==> config.mk <==
export PLATFORM = sky130hd
export DESIGN_NAME = vol_ctrl
export DESIGN_NICKNAME = d
export VERILOG_FILES = /design/src/rtl/vol_pkg.sv /design/src/rtl/vol_debounce.sv /design/src/rtl/vol_seq.sv /design/src/rtl/vol_index.sv /design/src/rtl/vol_ctrl.sv
export SDC_FILE = /design/constraint.sdc
export NUM_CORES = 1
export LEC_CHECK = 0
export CORE_ASPECT_RATIO = 1.5
export CORE_UTILIZATION = 35
export DETAILED_ROUTE_END_ITERATION = 8
export PLACE_DENSITY = 0.62
export SYNTH_ARGS = -nofsm -noshare
export SYNTH_HDL_FRONTEND = slang
export SYNTH_HIERARCHICAL = 1
export SYNTH_SLANG_ARGS = --single-unit
==> constraint.sdc <==
create_clock -name clk -period 3.9 [get_ports clk]
set_input_delay 0.78 -clock clk [delete_from_list [all_inputs] [get_ports clk]]
set_output_delay 0.78 -clock clk [all_outputs]
set_load 0.03 [all_outputs]
==> src/rtl/vol_pkg.sv <==
// Shared types for the push-button volume controller.
// Assumes three buttons, indexed raise=0, lower=1, mute=2.
package vol_pkg;
    localparam int NBTN = 3;

    typedef enum logic [1:0] {
        K_UP   = 2'd0,
        K_DN   = 2'd1,
        K_MUTE = 2'd2
    } key_e;

    typedef enum logic [1:0] {
        S_IDLE = 2'd0,
        S_HELD = 2'd1,
        S_DROP = 2'd2
    } seq_state_e;

    typedef enum logic [1:0] {
        P_WAIT = 2'd0,
        P_SLOW = 2'd1,
        P_FAST = 2'd2
    } rep_phase_e;
endpackage

==> src/rtl/vol_debounce.sv <==
// Synchronises one active-low button and filters it.
// The filtered level follows the raw level only after the raw level has
// differed from it for DEB_TICKS consecutive ticks.
// Assumes tick is a one-cycle enable in the clk domain.
module vol_debounce #(
    parameter int DEB_TICKS = 50
) (
    input  logic clk,
    input  logic rst_n,
    input  logic tick,
    input  logic raw_n,
    output logic pressed
);
    localparam int CW = $clog2(DEB_TICKS + 1);
    localparam logic [CW-1:0] LAST = CW'(DEB_TICKS - 1);

    logic s1, s2;
    logic [CW-1:0] cnt;

    // Two-flop synchroniser; idles in the released state.
    always_ff @(posedge clk) begin
        if (!rst_n) begin
            s1 <= 1'b1;
            s2 <= 1'b1;
        end else begin
            s1 <= raw_n;
            s2 <= s1;
        end
    end

    // Count ticks of disagreement; flip the filtered level at the limit.
    always_ff @(posedge clk) begin
        if (!rst_n) begin
            cnt     <= '0;
            pressed <= 1'b0;
        end else if (~s2 == pressed) begin
            cnt <= '0;
        end else if (tick) begin
            if (cnt == LAST) begin
                pressed <= ~s2;
                cnt     <= '0;
            end else begin
                cnt <= cnt + 1'b1;
            end
        end
    end

    AST_DEB_ON_TICK: assert property (@(posedge clk) disable iff (!rst_n)
        !$stable(pressed) |-> $past(tick));
endmodule

==> src/rtl/vol_seq.sv <==
// Command sequencer: accepts a single clean press, runs auto-repeat,
// enforces the post-command lockout, and drops clashing presses.
// Assumes pressed[] is already debounced, with bit 0 raise, bit 1 lower
// and bit 2 mute. Repeat steps of a held button bypass the lockout.
module vol_seq
    import vol_pkg::*;
#(
    parameter int HOLD_TICKS = 1000,
    parameter int SLOW_TICKS = 250,
    parameter int SLOW_SPAN  = 4000,
    parameter int FAST_TICKS = 125,
    parameter int LOCK_TICKS = 40
) (
    input  logic            clk,
    input  logic            rst_n,
    input  logic            tick,
    input  logic [NBTN-1:0] pressed,
    input  logic            standby,
    output logic            go,
    output key_e            go_key
);
    localparam int HW = $clog2(HOLD_TICKS + 1);
    localparam int SW = $clog2(SLOW_SPAN + 1);
    localparam int RW = $clog2(((SLOW_TICKS > FAST_TICKS) ? SLOW_TICKS : FAST_TICKS) + 1);
    localparam int LW = $clog2(LOCK_TICKS + 1);

    seq_state_e      state;
    rep_phase_e      phase;
    key_e            sel;
    key_e            press_key;
    logic [HW-1:0]   wait_cnt;
    logic [SW-1:0]   span_cnt;
    logic [RW-1:0]   rep_cnt;
    logic [RW-1:0]   rep_last;
    logic [LW-1:0]   lock_cnt;
    logic [NBTN-1:0] sel_mask;
    logic            accept, still, rep_fire;

    // Decode the single pressed button and the held-button status.
    always_comb begin
        press_key = pressed[0] ? K_UP : (pressed[1] ? K_DN : K_MUTE);
        sel_mask  = NBTN'(1) << sel;
        rep_last  = (phase == P_SLOW) ? RW'(SLOW_TICKS - 1) : RW'(FAST_TICKS - 1);
        accept    = (state == S_IDLE) && !standby && $onehot(pressed) && (lock_cnt == '0);
        still     = (state == S_HELD) && !standby && (pressed == sel_mask);
        rep_fire  = still && tick && (sel != K_MUTE) &&
                    (((phase == P_WAIT) && (wait_cnt == HW'(HOLD_TICKS - 1))) ||
                     ((phase != P_WAIT) && (rep_cnt == rep_last)));
        go        = accept || rep_fire;
        go_key    = accept ? press_key : sel;
    end

    // Top-level sequencing between idle, held and discard states.
    always_ff @(posedge clk) begin
        if (!rst_n) begin
            state <= S_IDLE;
            sel   <= K_UP;
        end else begin
            case (state)
                S_IDLE: begin
                    if (accept) begin
                        state <= S_HELD;
                        sel   <= press_key;
                    end else if (pressed != '0) begin
                        state <= S_DROP;
                    end
                end
                S_HELD: begin
                    if (!still) state <= (pressed == '0) ? S_IDLE : S_DROP;
                end
                default: begin
                    if (pressed == '0) state <= S_IDLE;
                end
            endcase
        end
    end

    // Auto-repeat timers: initial hold, slow stage, then fast stage.
    always_ff @(posedge clk) begin
        if (!rst_n || accept) begin
            phase    <= P_WAIT;
            wait_cnt <= '0;
            span_cnt <= '0;
            rep_cnt  <= '0;
        end else if (still && tick && (sel != K_MUTE)) begin
            case (phase)
                P_WAIT: begin
                    if (wait_cnt == HW'(HOLD_TICKS - 1)) begin
                        phase    <= P_SLOW;
                        rep_cnt  <= '0;
                        span_cnt <= '0;
                    end else begin
                        wait_cnt <= wait_cnt + 1'b1;
                    end
                end
                P_SLOW: begin
                    if (span_cnt == SW'(SLOW_SPAN - 1)) begin
                        phase   <= P_FAST;
                        rep_cnt <= '0;
                    end else begin
                        span_cnt <= span_cnt + 1'b1;
                        rep_cnt  <= (rep_cnt == rep_last) ? '0 : rep_cnt + 1'b1;
                    end
                end
                default: rep_cnt <= (rep_cnt == rep_last) ? '0 : rep_cnt + 1'b1;
            endcase
        end
    end

    // Lockout window restarted by every issued command.
    always_ff @(posedge clk) begin
        if (!rst_n)                     lock_cnt <= '0;
        else if (go)                    lock_cnt <= LW'(LOCK_TICKS);
        else if (tick && lock_cnt != 0) lock_cnt <= lock_cnt - 1'b1;
    end

    AST_CLASH_SILENT: assert property (@(posedge clk) disable iff (!rst_n)
        (state == S_IDLE) && !$onehot0(pressed) |-> !go);
    AST_STBY_QUIET: assert property (@(posedge clk) disable iff (!rst_n)
        standby |-> !go);
    AST_MUTE_NO_REPEAT: assert property (@(posedge clk) disable iff (!rst_n)
        (state == S_HELD) && (sel == K_MUTE) |-> !go);
    AST_DROP_SILENT: assert property (@(posedge clk) disable iff (!rst_n)
        (state == S_DROP) |-> !go);
endmodule

==> src/rtl/vol_index.sv <==
// Attenuation index register with mute save/restore and saturation.
// Produces a one-cycle strobe whenever a command changes the index.
// Assumes go is a one-cycle request qualified by go_key.
module vol_index
    import vol_pkg::*;
#(
    parameter int STEPS     = 32,
    parameter int RESET_IDX = 10,
    parameter int IW        = $clog2(STEPS + 1)
) (
    input  logic          clk,
    input  logic          rst_n,
    input  logic          go,
    input  key_e          go_key,
    output logic [IW-1:0] idx,
    output logic          cmd_valid
);
    localparam logic [IW-1:0] MUTE_CODE = IW'(STEPS);
    localparam logic [IW-1:0] BOTTOM    = IW'(STEPS - 1);

    logic [IW-1:0] saved, nxt, nsave;

    // Next index and saved index for the requested command.
    always_comb begin
        nxt   = idx;
        nsave = saved;
        case (go_key)
            K_UP: begin
                if (idx == MUTE_CODE) nxt = saved;
                else if (idx != '0)   nxt = idx - 1'b1;
            end
            K_DN: begin
                if (idx < BOTTOM) nxt = idx + 1'b1;
            end
            default: begin
                if (idx == MUTE_CODE) begin
                    nxt = saved;
                end else begin
                    nxt   = MUTE_CODE;
                    nsave = idx;
                end
            end
        endcase
    end

    // Commit the command and flag a real change.
    always_ff @(posedge clk) begin
        if (!rst_n) begin
            idx       <= IW'(RESET_IDX);
            saved     <= IW'(RESET_IDX);
            cmd_valid <= 1'b0;
        end else begin
            cmd_valid <= go && (nxt != idx);
            if (go) begin
                idx   <= nxt;
                saved <= nsave;
            end
        end
    end

    AST_IDX_RANGE: assert property (@(posedge clk) disable iff (!rst_n)
        idx <= MUTE_CODE);
    AST_UP_STEP: assert property (@(posedge clk) disable iff (!rst_n)
        go && (go_key == K_UP) && (idx != MUTE_CODE) && (idx != '0) |=> idx == $past(idx) - 1'b1);
    AST_DN_WHILE_MUTED: assert property (@(posedge clk) disable iff (!rst_n)
        go && (go_key == K_DN) && (idx == MUTE_CODE) |=> (idx == MUTE_CODE) && !cmd_valid);
    AST_STROBE_CHANGES: assert property (@(posedge clk) disable iff (!rst_n)
        cmd_valid |-> idx != $past(idx));
endmodule

==> src/rtl/vol_ctrl.sv <==
// Top of the push-button volume controller: button filters, command
// sequencer, index register and standby parking of the wiper.
// Assumes all button and standby pins are asynchronous and active low.
module vol_ctrl
    import vol_pkg::*;
#(
    parameter int STEPS      = 32,
    parameter int RESET_IDX  = 10,
    parameter int DEB_TICKS  = 50,
    parameter int LOCK_TICKS = 40,
    parameter int HOLD_TICKS = 1000,
    parameter int SLOW_TICKS = 250,
    parameter int SLOW_SPAN  = 4000,
    parameter int FAST_TICKS = 125,
    parameter int IW         = $clog2(STEPS + 1)
) (
    input  logic          clk,
    input  logic          rst_n,
    input  logic          tick,
    input  logic          up_n,
    input  logic          dn_n,
    input  logic          mute_n,
    input  logic          stby_n,
    output logic          cmd_valid,
    output logic [IW-1:0] cmd_index,
    output logic [IW-1:0] wiper_pos
);
    logic [NBTN-1:0] btn_n, pressed;
    logic            sb1, sb2, standby, go;
    key_e            go_key;
    logic [IW-1:0]   idx;

    assign btn_n = {mute_n, dn_n, up_n};

    for (genvar b = 0; b < NBTN; b++) begin : g_btn
        vol_debounce #(.DEB_TICKS(DEB_TICKS)) u_deb (
            .clk    (clk),
            .rst_n  (rst_n),
            .tick   (tick),
            .raw_n  (btn_n[b]),
            .pressed(pressed[b])
        );
    end

    // Synchronise the standby request.
    always_ff @(posedge clk) begin
        if (!rst_n) begin
            sb1 <= 1'b1;
            sb2 <= 1'b1;
        end else begin
            sb1 <= stby_n;
            sb2 <= sb1;
        end
    end
    assign standby = ~sb2;

    vol_seq #(
        .HOLD_TICKS(HOLD_TICKS), .SLOW_TICKS(SLOW_TICKS), .SLOW_SPAN(SLOW_SPAN),
        .FAST_TICKS(FAST_TICKS), .LOCK_TICKS(LOCK_TICKS)
    ) u_seq (
        .clk(clk), .rst_n(rst_n), .tick(tick), .pressed(pressed),
        .standby(standby), .go(go), .go_key(go_key)
    );

    vol_index #(.STEPS(STEPS), .RESET_IDX(RESET_IDX), .IW(IW)) u_idx (
        .clk(clk), .rst_n(rst_n), .go(go), .go_key(go_key),
        .idx(idx), .cmd_valid(cmd_valid)
    );

    assign cmd_index = idx;
    assign wiper_pos = standby ? IW'(STEPS) : idx;

    AST_STBY_HOLDS_IDX: assert property (@(posedge clk) disable iff (!rst_n)
        standby && $past(standby) |-> $stable(cmd_index));
endmodule

==> run metrics <==
outcome finished, final reports clean; M2 GR Usage between 20% and 30%; I/O pin total 20; simple-gate share of the synthesized area about 28%; Setup CP Type flip-flop to flip-flop; FF-to-FF Start g_btn[1].u_deb/pressed$_SDFFE_PN0P_; Cells after DPL 712; max-slew violations 0; hold-critical path depth 1; async set or reset register ratio after synthesis 0%; final hold vios 0; setup_tns 0 ps; cts bufs inserted 9; Net Count, Synth approximately 570; Cell Area, Synth around 4800 um2; DRT Pass-1 Iters 5; first-pass GRT wire length about 19 mm; share of cells above drive strength 1 between 10% and 20%; Non-Filler Instances 728; yosys warns 6; chip height approximately 150 um; Final Setup Violations 0; initial core utilization 35.74%; Vias slightly above 4000; worst-margin pin slew just over 900 ps; largest net degree at the start of global routing 26; Area Overhead vs Synth 12.74%; vias per cell about 5.7; residual DRC count 0; port bufs 19; antenna cells 0; Post-Route Utilization about two fifths; CP arrival about 3800 ps; top_reg_cell synth dfxtp_1; core area ~13000 um2; Seq cells post-synth 84; CTS sink count 84; Synth Area in Compound Gates between 10% and 20%; worst clock skew between 7 and 8 ps; Setup crit end kind flip-flop; met3 Resource Use GR 3.179%; fin area 5401 um2; hold slack approximately 420 ps; CTS tree yes; Worst-Skew Late Latency around 350 ps; post-synthesis xor/xnor area fraction under 10%; Pwr Total around 2.1 mW; Detailed Route Iter0 Violations 220; crit-path cells inv_1, fa_1, nor3b_1, and4_1, mux2_2, and2b_1, and2_1, a2111oi_1, o2111ai_1, o311a_1; register area share after synthesis 35.10%; met1 GRT Util 18.87%; vias in the first global route ~3900; critical path's slowest cell dfxtp_1; PwrDens between 300 and 400 nW/um2; GRT Max-Usage Layer met2; Crit Path Max Fanout 20; number of synthesized flops with an enable pin 0; grt total ovfl 0; fmax 280.4 MHz; RePlAce Congestion about 0.88; drt total wl 10.93 mm; Cells after Synth 551; placed inst area 5070 um2; Hold Crit Endpoint g_btn[0].u_deb/s2$_SDFF_PN1_; R2R setup slack 330 ps; Static Leak 1.835 nW; GRT Total Usage 15.92%; CTS HTree Levels 3; main combinational cell family by area after synthesis simple AND/OR/NAND/NOR gates; cell row count 52; RSZ-0062 raised after global routing no; Setup crit start kind flip-flop; post-cts sizing count 0; part of the cycle the worst path needs 91.43%; Max-slew headroom 39.25%; post-place setup slack ~360 ps; nets approximately 580; reg2reg end u_idx/cmd_valid$_SDFF_PN0_; critical path required time around 4100 ps; CP Buf/Inv Count 1; die footprint ~14000 um2; Peak VDD IR roughly 0.22 mV; HPWL after DPL between 7 and 8 mm; Avg Cell Area, Syn around 8.7 um2; critical path's largest stage delay roughly 500 ps; Reg clk slew, reported paths about 70 ps; initial antenna violation count 0; Longest Clk Path Bufs 2; setup bufs post-CTS 0; worst setup margin ~330 ps; buffer type at the clock tree root clkbuf_16; max cap viols 0; Hold/Removal Path Class flip-flop to flip-flop; min-delay src g_btn[0].u_deb/s1$_SDFF_PN1_; reg2reg path depth 10; synth unique cells between 80 and 90; Routed Antenna Nets 0; fin crit period between 3000 and 4000 ps; mux share of post-synthesis cell area 2.272%; adder-cell share of the synthesized area 3.813%; drt wl/cell 15.01 um; family with the most delay on the worst path simple AND/OR/NAND/NOR gates; hold_buf cts 0; chip width 97.53 um
## routing by layer
| metal | up-vias | share of wire, % | routed length (um) |
|---|---|---|---|
| met4 | 0 | 1.7 | 185 |
| met2 | 71 | 52 | 5647 |
| met5 | - | 0 | 0 |
| met3 | 12 | 3.1 | 339 |
| li1 | 2047 | - | - |
| met1 | 1994 | 44 | 4756 |
## worst max-delay path by stage
| stage | slack (ps) | start | end | cells past startpoint |
|---|---|---|---|---|
| 2_1_floorplan | 620 | g_btn[1].u_deb/pressed$_SDFFE_PN0P_ | u_idx/cmd_valid$_SDFF_PN0_ | 13 |
| 3_3_place_gp | 410 | g_btn[1].u_deb/pressed$_SDFFE_PN0P_ | u_idx/cmd_valid$_SDFF_PN0_ | 10 |
| 3_5_place_dp | 360 | g_btn[1].u_deb/pressed$_SDFFE_PN0P_ | u_idx/cmd_valid$_SDFF_PN0_ | 10 |
| 4_1_cts | 330 | g_btn[1].u_deb/pressed$_SDFFE_PN0P_ | u_idx/cmd_valid$_SDFF_PN0_ | 10 |
| 5_1_grt | 40 | g_btn[0].u_deb/pressed$_SDFFE_PN0P_ | u_idx/cmd_valid$_SDFF_PN0_ | 10 |
| 6_report | 330 | g_btn[1].u_deb/pressed$_SDFFE_PN0P_ | u_idx/cmd_valid$_SDFF_PN0_ | 10 |
## cell families after synthesis
group                      count (synthesis)
xor gates and xnor gates                  33
adders and majority gates                 14
muxes                                     10
AOI/OAI and AO/OA                        126
and+or+nand+nor                          232
buffers and inverters                     52
DFF                                       84
## power breakdown
group / internal [mW] / switching (mW)
Combinational: 0.106 / 0.100
Clock: 0.573 / 0.375
Sequential: 0.887 / 0.0231
Total: 1.57 / 0.498
## cells in the final DEF, fill, tap and decap left out, types with 9 or more instances in the layout
master	instances
nand4_1	15
xor2_1	16
nand3_1	20
a21oi_1	34
nor3_1	9
clkdlybuf4s50_1	19
clkbuf_16	9
o21ai_0	11
nand2b_1	13
xnor2_1	17
or4_1	12
dfxtp_1	84
inv_1	24
o31ai_1	13
nand2_1	35
ha_1	13
nor2_1	54
and2_1	11
## layout make-up
| cell class | count | area [um2] |
|---|---|---|
| fill | 1343 | 8001 |
| tap | 162 | 202.7 |
| clock buffer | 9 | 225.2 |
| sequential | 84 | 1682 |
| clock inverter | 7 | 106.4 |
| timing repair buffer | 26 | 242.7 |
| inverter | 25 | 93.84 |
| multi-input combinational | 415 | 2849 |
## flip-flops by register name, indices dropped and copies added (netlist names), 6 cells and up
| register | flops |
|---|---|
| g_btn.u_deb/cnt | 18 |
| u_seq/span_cnt | 12 |
| u_seq/wait_cnt | 10 |
| u_seq/rep_cnt | 8 |
| u_idx/idx | 6 |
| u_idx/saved | 6 |
| u_seq/lock_cnt | 6 |
## Yosys cell counts, types with 3 or more instances
master	n	area [um2]
clkbuf_1	9	33.78
o211ai_1	4	30.03
or4_1	12	90.09
nand2_1	35	131.4
xnor2_1	17	148.9
nand2b_1	13	81.33
or3_1	8	50.05
buf_4	3	22.52
or2_2	8	50.05
nor3b_1	4	30.03
a41oi_1	4	35.03
a311oi_1	6	52.55
mux2_2	3	33.78
buf_2	7	35.03
nor4_1	8	50.05
inv_1	24	90.09
nand4_1	15	93.84
and4bb_4	3	48.80
and2_1	11	68.82
ha_1	13	162.7
o31ai_1	13	97.59
dfxtp_1	84	1682
a211o_1	5	43.79
a211oi_2	3	37.54
buf_6	6	67.56
a211oi_1	5	37.54
o21ai_1	6	30.03
nand3_1	20	100.1
and4_1	6	52.55
and3_1	4	25.02
a31oi_1	5	31.28
xor2_1	16	140.1
mux2i_1	6	60.06
nor3_1	9	45.04
o21ai_0	11	55.05
nor2_1	54	202.7
a21oi_1	34	170.2
(Power assumes the default switching activity.)
